--- src/rtl/irq_pend_pkg.sv ---
package irq_pend_pkg;
  typedef enum logic [1:0] {
    WA_PRI_MASK = 2'd0,
    WA_PRI_ACK  = 2'd1,
    WA_SEC_MASK = 2'd2,
    WA_SEC_ACK  = 2'd3
  } wr_addr_e;
endpackage

--- src/rtl/irq_pend_bank.sv ---
module irq_pend_bank #(
  parameter int W     = 8,
  parameter int IDX_W = 4
) (
  input  logic         clk,
  input  logic         rst,
  input  logic [W-1:0] raise_i,
  input  logic [W-1:0] clear_i,
  input  logic         mask_we,
  input  logic         ack_we,
  input  logic [W-1:0] wdata,
  output logic [W-1:0] pend_o,
  output logic [W-1:0] en_o,
  output logic         irq_o
);
  logic [W-1:0]     pend_q, en_q, pend_nxt, en_nxt, ack_clr;
  logic             irq_q;
  logic [IDX_W-1:0] ack_idx;

  assign ack_idx = wdata[IDX_W-1:0];

  always_comb begin
    ack_clr = '0;
    for (int i = 0; i < W; i++) begin
      if (ack_we && (ack_idx == IDX_W'(i))) ack_clr[i] = 1'b1;
    end
    pend_nxt = (pend_q & ~(clear_i | ack_clr)) | raise_i;
    en_nxt   = mask_we ? ~wdata : en_q;
  end

  always_ff @(posedge clk) begin
    if (rst) begin
      pend_q <= '0;
      en_q   <= '0;
      irq_q  <= 1'b0;
    end else begin
      pend_q <= pend_nxt;
      en_q   <= en_nxt;
      irq_q  <= |(pend_nxt & en_nxt);
    end
  end

  assign pend_o = pend_q;
  assign en_o   = en_q;
  assign irq_o  = irq_q;


  reset_clears_chk: assert property (@(posedge clk)
    rst |=> (pend_q == '0 && en_q == '0 && !irq_q));

  irq_level_chk: assert property (@(posedge clk) disable iff (rst)
    irq_q == |(pend_q & en_q));

  raise_sets_chk: assert property (@(posedge clk) disable iff (rst)
    (|raise_i) |=> ((pend_q & $past(raise_i)) == $past(raise_i)));

  mask_inverse_chk: assert property (@(posedge clk) disable iff (rst)
    mask_we |=> (en_q == ~$past(wdata)));

  ack_out_of_range_chk: assert property (@(posedge clk) disable iff (rst)
    (ack_we && int'(ack_idx) >= W && clear_i == '0)
      |=> (pend_q == ($past(pend_q) | $past(raise_i))));
endmodule

--- src/rtl/irq_pend_rdport.sv ---
module irq_pend_rdport #(
  parameter int W    = 8,
  parameter int RD_W = 64
) (
  input  logic            clk,
  input  logic            rst,
  input  logic            rd_en,
  input  logic            rd_sel,
  input  logic [W-1:0]    pend,
  output logic [RD_W-1:0] rd_data
);
  localparam int PAD_W = RD_W - W;
  logic [RD_W-1:0] rd_q;

  always_ff @(posedge clk) begin
    if (rst) rd_q <= '0;
    else if (rd_en) rd_q <= rd_sel ? '0 : {{PAD_W{1'b0}}, pend};
  end

  assign rd_data = rd_q;


  sec_status_zero_chk: assert property (@(posedge clk) disable iff (rst)
    (rd_en && rd_sel) |=> (rd_q == '0));

  upper_zero_chk: assert property (@(posedge clk) disable iff (rst)
    rd_q[RD_W-1:W] == '0);
endmodule

--- src/rtl/irq_pend_ctrl.sv ---
module irq_pend_ctrl #(
  parameter int W     = 8,
  parameter int IDX_W = 4,
  parameter int RD_W  = 64
) (
  input  logic            clk,
  input  logic            rst,
  input  logic [W-1:0]    raise_i,
  input  logic [W-1:0]    clear_i,
  input  logic            wr_en,
  input  logic [1:0]      wr_addr,
  input  logic [W-1:0]    wr_data,
  input  logic            rd_en,
  input  logic            rd_sel,
  output logic [RD_W-1:0] rd_data,
  output logic            irq_o,
  output logic [W-1:0]    aux_mask_o
);
  import irq_pend_pkg::*;

  wr_addr_e     waddr;
  logic         mask_we, ack_we, aux_we;
  logic [W-1:0] pend, en;
  logic [W-1:0] aux_q;

  assign waddr   = wr_addr_e'(wr_addr);
  assign mask_we = wr_en && (waddr == WA_PRI_MASK);
  assign ack_we  = wr_en && (waddr == WA_PRI_ACK);
  assign aux_we  = wr_en && (waddr == WA_SEC_MASK);

  irq_pend_bank #(.W(W), .IDX_W(IDX_W)) u_bank (
    .clk(clk), .rst(rst), .raise_i(raise_i), .clear_i(clear_i),
    .mask_we(mask_we), .ack_we(ack_we), .wdata(wr_data),
    .pend_o(pend), .en_o(en), .irq_o(irq_o)
  );

  irq_pend_rdport #(.W(W), .RD_W(RD_W)) u_rd (
    .clk(clk), .rst(rst), .rd_en(rd_en), .rd_sel(rd_sel),
    .pend(pend), .rd_data(rd_data)
  );

  always_ff @(posedge clk) begin
    if (rst) aux_q <= '0;
    else if (aux_we) aux_q <= wr_data;
  end

  assign aux_mask_o = aux_q;


  aux_capture_chk: assert property (@(posedge clk) disable iff (rst)
    aux_we |=> (aux_mask_o == $past(wr_data)));

  aux_no_enable_chk: assert property (@(posedge clk) disable iff (rst)
    aux_we |=> $stable(en));
endmodule

--- config.mk ---
export PLATFORM = sky130hd
export DESIGN_NAME = irq_pend_ctrl
export DESIGN_NICKNAME = d
export VERILOG_FILES = /design/src/rtl/irq_pend_pkg.sv /design/src/rtl/irq_pend_bank.sv /design/src/rtl/irq_pend_rdport.sv /design/src/rtl/irq_pend_ctrl.sv
export SDC_FILE = /design/constraint.sdc
export NUM_CORES = 1
export LEC_CHECK = 0
export ABC_AREA = 1
export BUFFER_PORTS_ARGS = -buffer_cell sky130_fd_sc_hd__buf_2
export CAP_MARGIN = 20
export CORE_ASPECT_RATIO = 1.25
export CORE_UTILIZATION = 40
export CTS_CLUSTER_DIAMETER = 30
export DETAILED_ROUTE_END_ITERATION = 16
export PLACE_DENSITY = 0.73
export SLEW_MARGIN = 30
export SYNTH_ARGS = -nofsm -noshare
export SYNTH_HDL_FRONTEND = slang
export SYNTH_HIERARCHICAL = 1
export SYNTH_SLANG_ARGS = --single-unit
--- constraint.sdc ---
create_clock -name clk -period 4.2 [get_ports clk]
set_clock_uncertainty 0.05 [all_clocks]
set_input_delay 0.42 -clock clk [delete_from_list [all_inputs] [get_ports clk]]
set_output_delay 0.42 -clock clk [all_outputs]
set_load 0.01 [all_outputs]
Word-level counts from Yosys, hierarchy flattened. Index checks and enable logic that the tools add are counted. W data, S select, Z words.

Divide/modulo/power cells: 0. Add/sub/neg operators: 0. Bitwise logic cells: 6. Muxes and demuxes: 10. Reductions and logical operators: 14. Multipliers: 0. Eq/ne operators: 9. Shifts and indexed selects: 0. Magnitude comparators: 0.

Operators with widths (count): $and A8 B8 Y8 (2); $eq A4 B3 Y1 const B (4); $mux W8 (2); $not A8 Y8 (2); $or A8 B8 Y8 (2); $logic_and A1 B1 Y1 (11); $eq A4 B2 Y1 const B (2); $mux W1 (8); $reduce_or A8 Y1 (1); $eq A4 B1 Y1 const B (1); $logic_not A4 Y1 (1); $eq A2 B1 Y1 const B (1); $eq A2 B2 Y1 const B (1); $logic_not A2 Y1 (1).

Logic and storage cells: 44. Latch bits: 0. Output and inout port bits: 73. Input bits: 31. Flip-flop bits (word level): 89. RAM bits: 0. Memory bits (read-only): 0. Memories: 0.

Longest topological paths before layout.
Depth in word-level cells: 10. Gate-level depth with buffers: 11. Gate-level depth less buffers: 11.

Cells and area by module. Netlist, hierarchy kept.

Modules (own cells, without submodules): irq_pend_bank (area an instance 815.8 µm², cells an instance 134, seq. area each 340.3 µm², times used 1); irq_pend_rdport (area an instance 716.9 µm², cells an instance 93, seq. area each 160.2 µm², times used 1); irq_pend_ctrl (area an instance 365.4 µm², cells an instance 55, seq. area each 160.2 µm², times used 1).

Least setup slack after synthesis. Ideal clock, no wire load.

Path kind: input port to flip-flop. From: input port wr_addr[0]. To: register u_bank.irq_q, in the netlist u_bank/irq_o. Setup time: 128 ps. Stages on the path: 11. Path buffers: 0. Data required time: 4022 ps. Slack: 2546 ps. Data arrival time: 1476 ps. Cell sequence: inv_1 -> nor3_1 -> nand2_1 -> nor2_2 -> nand2_1 -> nand2_1 -> nand2_1 -> nand2_1 -> nand2_1 -> nor2_1 -> a21oi_1.

Word-level cells in the longest chain between the ends: 10. Elaborated cells on any way between the ends: 27. Classes of those cells: eq/ne: 1; mux: 9; bitwise: 5; reduce/logical: 12.

Ends and longest elaborated chain: from (decl) (line irq_pend_ctrl.sv:11) `input logic [1:0] wr_addr,`; $eq A2 B1 Y1 (*) (line irq_pend_ctrl.sv:28) `assign ack_we = wr_en && (waddr == WA_PRI_ACK);`; $logic_and A1 B1 Y1 (*) (line irq_pend_ctrl.sv:28); via ack_we (line irq_pend_ctrl.sv:22) `logic mask_we, ack_we, aux_we;`; $logic_and A1 B1 Y1 (line irq_pend_bank.sv:25) `if (ack_we && (ack_idx == IDX_W'(i))) ack_clr[i] = 1'b1;`; $mux W1 (line irq_pend_bank.sv:25); $or A8 B8 Y8 (*) (line irq_pend_bank.sv:27) `pend_nxt = (pend_q & ~(clear_i | ack_clr)) | raise_i;`; $not A8 Y8 (*) (line irq_pend_bank.sv:27); $and A8 B8 Y8 (*) (line irq_pend_bank.sv:27); $or A8 B8 Y8 (*) (line irq_pend_bank.sv:27); $and A8 B8 Y8 (*) (line irq_pend_bank.sv:39) `irq_q <= |(pend_nxt & en_nxt);`; $reduce_or A8 Y1 (*) (line irq_pend_bank.sv:39); to (signal assigned) (line irq_pend_bank.sv:39); to (decl) (line irq_pend_bank.sv:17) `logic irq_q;`.

The timed path passes the listed nets; every way through them passes the cells marked *. A chain may end at the register's enable or synchronous reset.

Final worst setup path.
From: input port wr_addr[1]. To: register u_bank.irq_q, in the netlist u_bank/irq_o.

Elaborated cells on any way between the ends: 27. Classes of those cells: eq/ne: 1; mux: 9; bitwise: 5; reduce/logical: 12.

RTL lines: $logic_not A2 Y1 (line irq_pend_ctrl.sv:27) `assign mask_we = wr_en && (waddr == WA_PRI_MASK);`; $logic_and A1 B1 Y1 (line irq_pend_ctrl.sv:27); via mask_we (line irq_pend_ctrl.sv:22); $mux W8 (line irq_pend_bank.sv:28) `en_nxt = mask_we ? ~wdata : en_q;`; $and A8 B8 Y8 (line irq_pend_bank.sv:39); $reduce_or A8 Y1 (line irq_pend_bank.sv:39).

The timed path passes the listed nets, and every way through them passes these cells.

==> key figures <==
Clocking
  • Post_cts resized: 0
  • Clk root buf: clkbuf_8
  • Setup Fix Bufs, Post-CTS: 0
  • CTS Hold Bufs: 0
  • Inserted Clock Buffers: 5
  • Worst-Skew Late Latency: 0.28 ns
  • CTS tree: built
  • Reg clk slew, reported paths: 0.06 ns
  • Clk sinks: 33
  • Clock buffer depth: 2
  • H-tree depth: 2

Die
  • Std-Cell Rows: 27
  • Ports: 104
  • DIE AREA: just over 5000 sq um
  • Initial Util: 0.422
  • Core area: 4490 sq um
  • Die height: around 79 um
  • Chip width: roughly 64 um

Pwr
  • Comb pwr share: 0.160
  • Leakage power: ~1.1 nW
  • Clock share of power: 0.336
  • Switch share: 0.278
  • Max VDD drop: roughly 0.18 mV
  • P_sw: 0.185 mW
  • Pint: 0.479 mW
  • Cell Pwr Density: between 300 and 400 nW/um^2
  • Sequential Power Share: 0.505

Setup path
  • Startpoint Class: input pin
  • WP data required: ~4.4 ns
  • CP Data Arrival Time: 1.90 ns
  • Crit path kind: input pin to register
  • Critical path peak fanout: 9
  • Reg2Reg Depth: 6
  • Worst setup EP type: register

Synth
  • Largest area contributor in the netlist: dfxtp_1
  • Dominant cells by area after synthesis: dfxtp_1 35%, buf_4 23%, nand2_1 13%, inv_1 7.7%, nor2_1 7.5%
  • Register area share after synthesis: 0.348
  • Yosys cell types: 19
  • Post-Syn Instances: approximately 280
  • #FFs+latches synth: 33
  • Synth warn: 6
  • Area share of the largest cell type after synthesis: 0.348
  • Syn avg cell area: slightly below 7 sq um
  • Syn Std Cell Area: 1900 sq um

Detailed routing
  • DRC Markers: 0
  • Vias post-DR: between 1500 and 2000
  • Max layer used: met4
  • Via density: approximately 4.0
  • Post-DRT Antenna Nets: 0
  • Final wirelength: 3.34 mm
  • Wire length on met3: 215 um
  • First DRT Iteration DRCs: 40
  • Met1 Wirelength: 1.40 mm
  • Drt wl/cell: 8.61 um
  • DRT Pass-1 Iters: 4
  • Met2 WL: 1.68 mm

STA
  • Least-Margin Pin Slew: 0.762 ns
  • Setup TNS: 0 ns
  • Slew HR: 0.488
  • Fin. max-slew vios: 0
  • Fmax: 0.574 GHz
  • Crit path time final: 1.74 ns
  • Tcrit/Tclk final: 0.415
  • Hold Violations, Final: 0
  • Final Setup Violations: 0
  • RSZ-0062 raised after global routing: no

Finish
  • Diode count: 0
  • P&R area growth vs syn: 6.99%
  • Fin nets: 360
  • Ratio of cells with drive above 1 in the final layout: 0.179
  • Fin cells: 388
  • Fillers: roughly 500

Global routing
  • GR Util All Layers: 0.142
  • Global-route wire length before repair: 5.58 mm
  • Vias in the first global route: 1304
  • Antenna violations before repair: 0
  • Grt total ovfl: 0
  • Largest net degree at the start of global routing: 27

Min path
  • Worst Hold Class: input pin to register
  • Hold Path Cell Cnt: 3

Placement
  • Gpl congestion: 0.765
  • I/O Buffers: 47
  • Detailed placer's ending HPWL: 2.65 mm
  • Dpl cells: between 300 and 400

Outcome
  • Status: completed

Run
  • Max-Cap Viols: 0
-- cell families (layout without fill, tap and decap cells) --
| group | after synthesis | after routing | synth area share |
|---|---|---|---|
| other cells | 1 | 56 | 0.00198 |
| simple gates | 120 | 120 | 0.258 |
| compound gates | 25 | 25 | 0.0679 |
| flops | 33 | 33 | 0.348 |
| buf+inv | 103 | 96 | 0.324 |
-- placed cells by master (no fill, tap or decap) --
| master | netlist | final |
|---|---|---|
| buf_2 | 0 | 47 |
| nand2_2 | 2 | 2 |
| nor3_1 | 2 | 2 |
| nand3_4 | 1 | 1 |
| clkbuf_8 | 0 | 5 |
| o21ai_2 | 1 | 1 |
| a21oi_1 | 17 | 17 |
| dfxtp_1 | 33 | 33 |
| inv_1 | 39 | 39 |
| nand2_1 | 64 | 64 |
| nor2_2 | 1 | 1 |
| inv_2 | 2 | 2 |
| nor2_1 | 38 | 38 |
| conb_1 | 1 | 56 |
| o21ai_0 | 5 | 5 |
| clkbuf_1 | 2 | 3 |
| nand3_1 | 12 | 12 |
| o21ai_1 | 2 | 2 |
-- power by group through the flow --
| stage | sequential, mW | combinational [mW] | clock, mW |
|---|---|---|---|
| final | 0.335 | 0.106 | 0.223 |
| after global routing | 0.337 | 0.122 | 0.245 |
| after CTS | 0.335 | 0.106 | 0.232 |
| after detailed placement | 0.342 | 0.106 | 0 |
| after global placement | 0.342 | 0.104 | 0 |
| after floorplan | 0.345 | 0.109 | 0 |
-- final timing paths --
path	start	to	slack (ns)
setup / recovery	wr_addr[1]	u_bank/irq_o	2.46
hold / removal	wr_data[6]	aux_mask_o[6]	0.34
setup reg to reg	u_bank/en_o[3]	u_bank/irq_o	3.14
hold reg to reg	u_rd/rd_data[2]	u_rd/rd_data[2]	0.41
-- worst max-delay path: stages --
cell and delay, ns:
buf_2 0.12, nor3_1 0.63, inv_2 0.18, o21ai_0 0.25, nand2_1 0.08, nand2_1 0.06
nor2_1 0.04, a21oi_1 0.12
-- cells in the mapped netlist (all sizes together) --
cell     n
nand2   66
buf     60
inv     41
nor2    39
dfxtp   33
a21oi   17
nand3   13
o21ai    8
clkbuf   2
nor3     2
conb     1
-- area by class of cell --
class | instances | area [sq um] | area share
repair buffers | 47 | 235 | 0.116
well taps | 58 | 72.6 | 0.0357
clock buffers | 8 | 80.1 | 0.0394
multi-input cells | 201 | 828 | 0.408
flip-flops and latches | 33 | 661 | 0.325
inverters | 41 | 154 | 0.0758
-- state kept, by name (all words and copies together) (netlist names) --
name,flops
u_bank/irq_o,1
u_bank/pend_o,8
u_rd/rd_data,8
aux_mask_o,8
u_bank/en_o,8
-- routing by layer --
metal,track usage,vias to the layer above
li1,-,824
met1,0.155,656
met2,0.256,66
met3,0.0330,6
met4,0.0682,0
met5,0,-
-- metrics by stage --
step	total power, mW	hold slack, ns	instance area [sq um]	setup WS (ns)	util
after detailed placement	0.448	0.405	1950	2.17	0.434
after floorplan	0.454	0.408	2100	2.55	-
after global routing	0.704	0.334	2030	2.12	0.452
final	0.664	0.339	2030	2.46	0.452
after global placement	0.446	0.400	1950	2.22	0.434
after CTS	0.674	0.329	2030	2.47	0.452
Note: power is estimated with default switching activity, not from simulation.
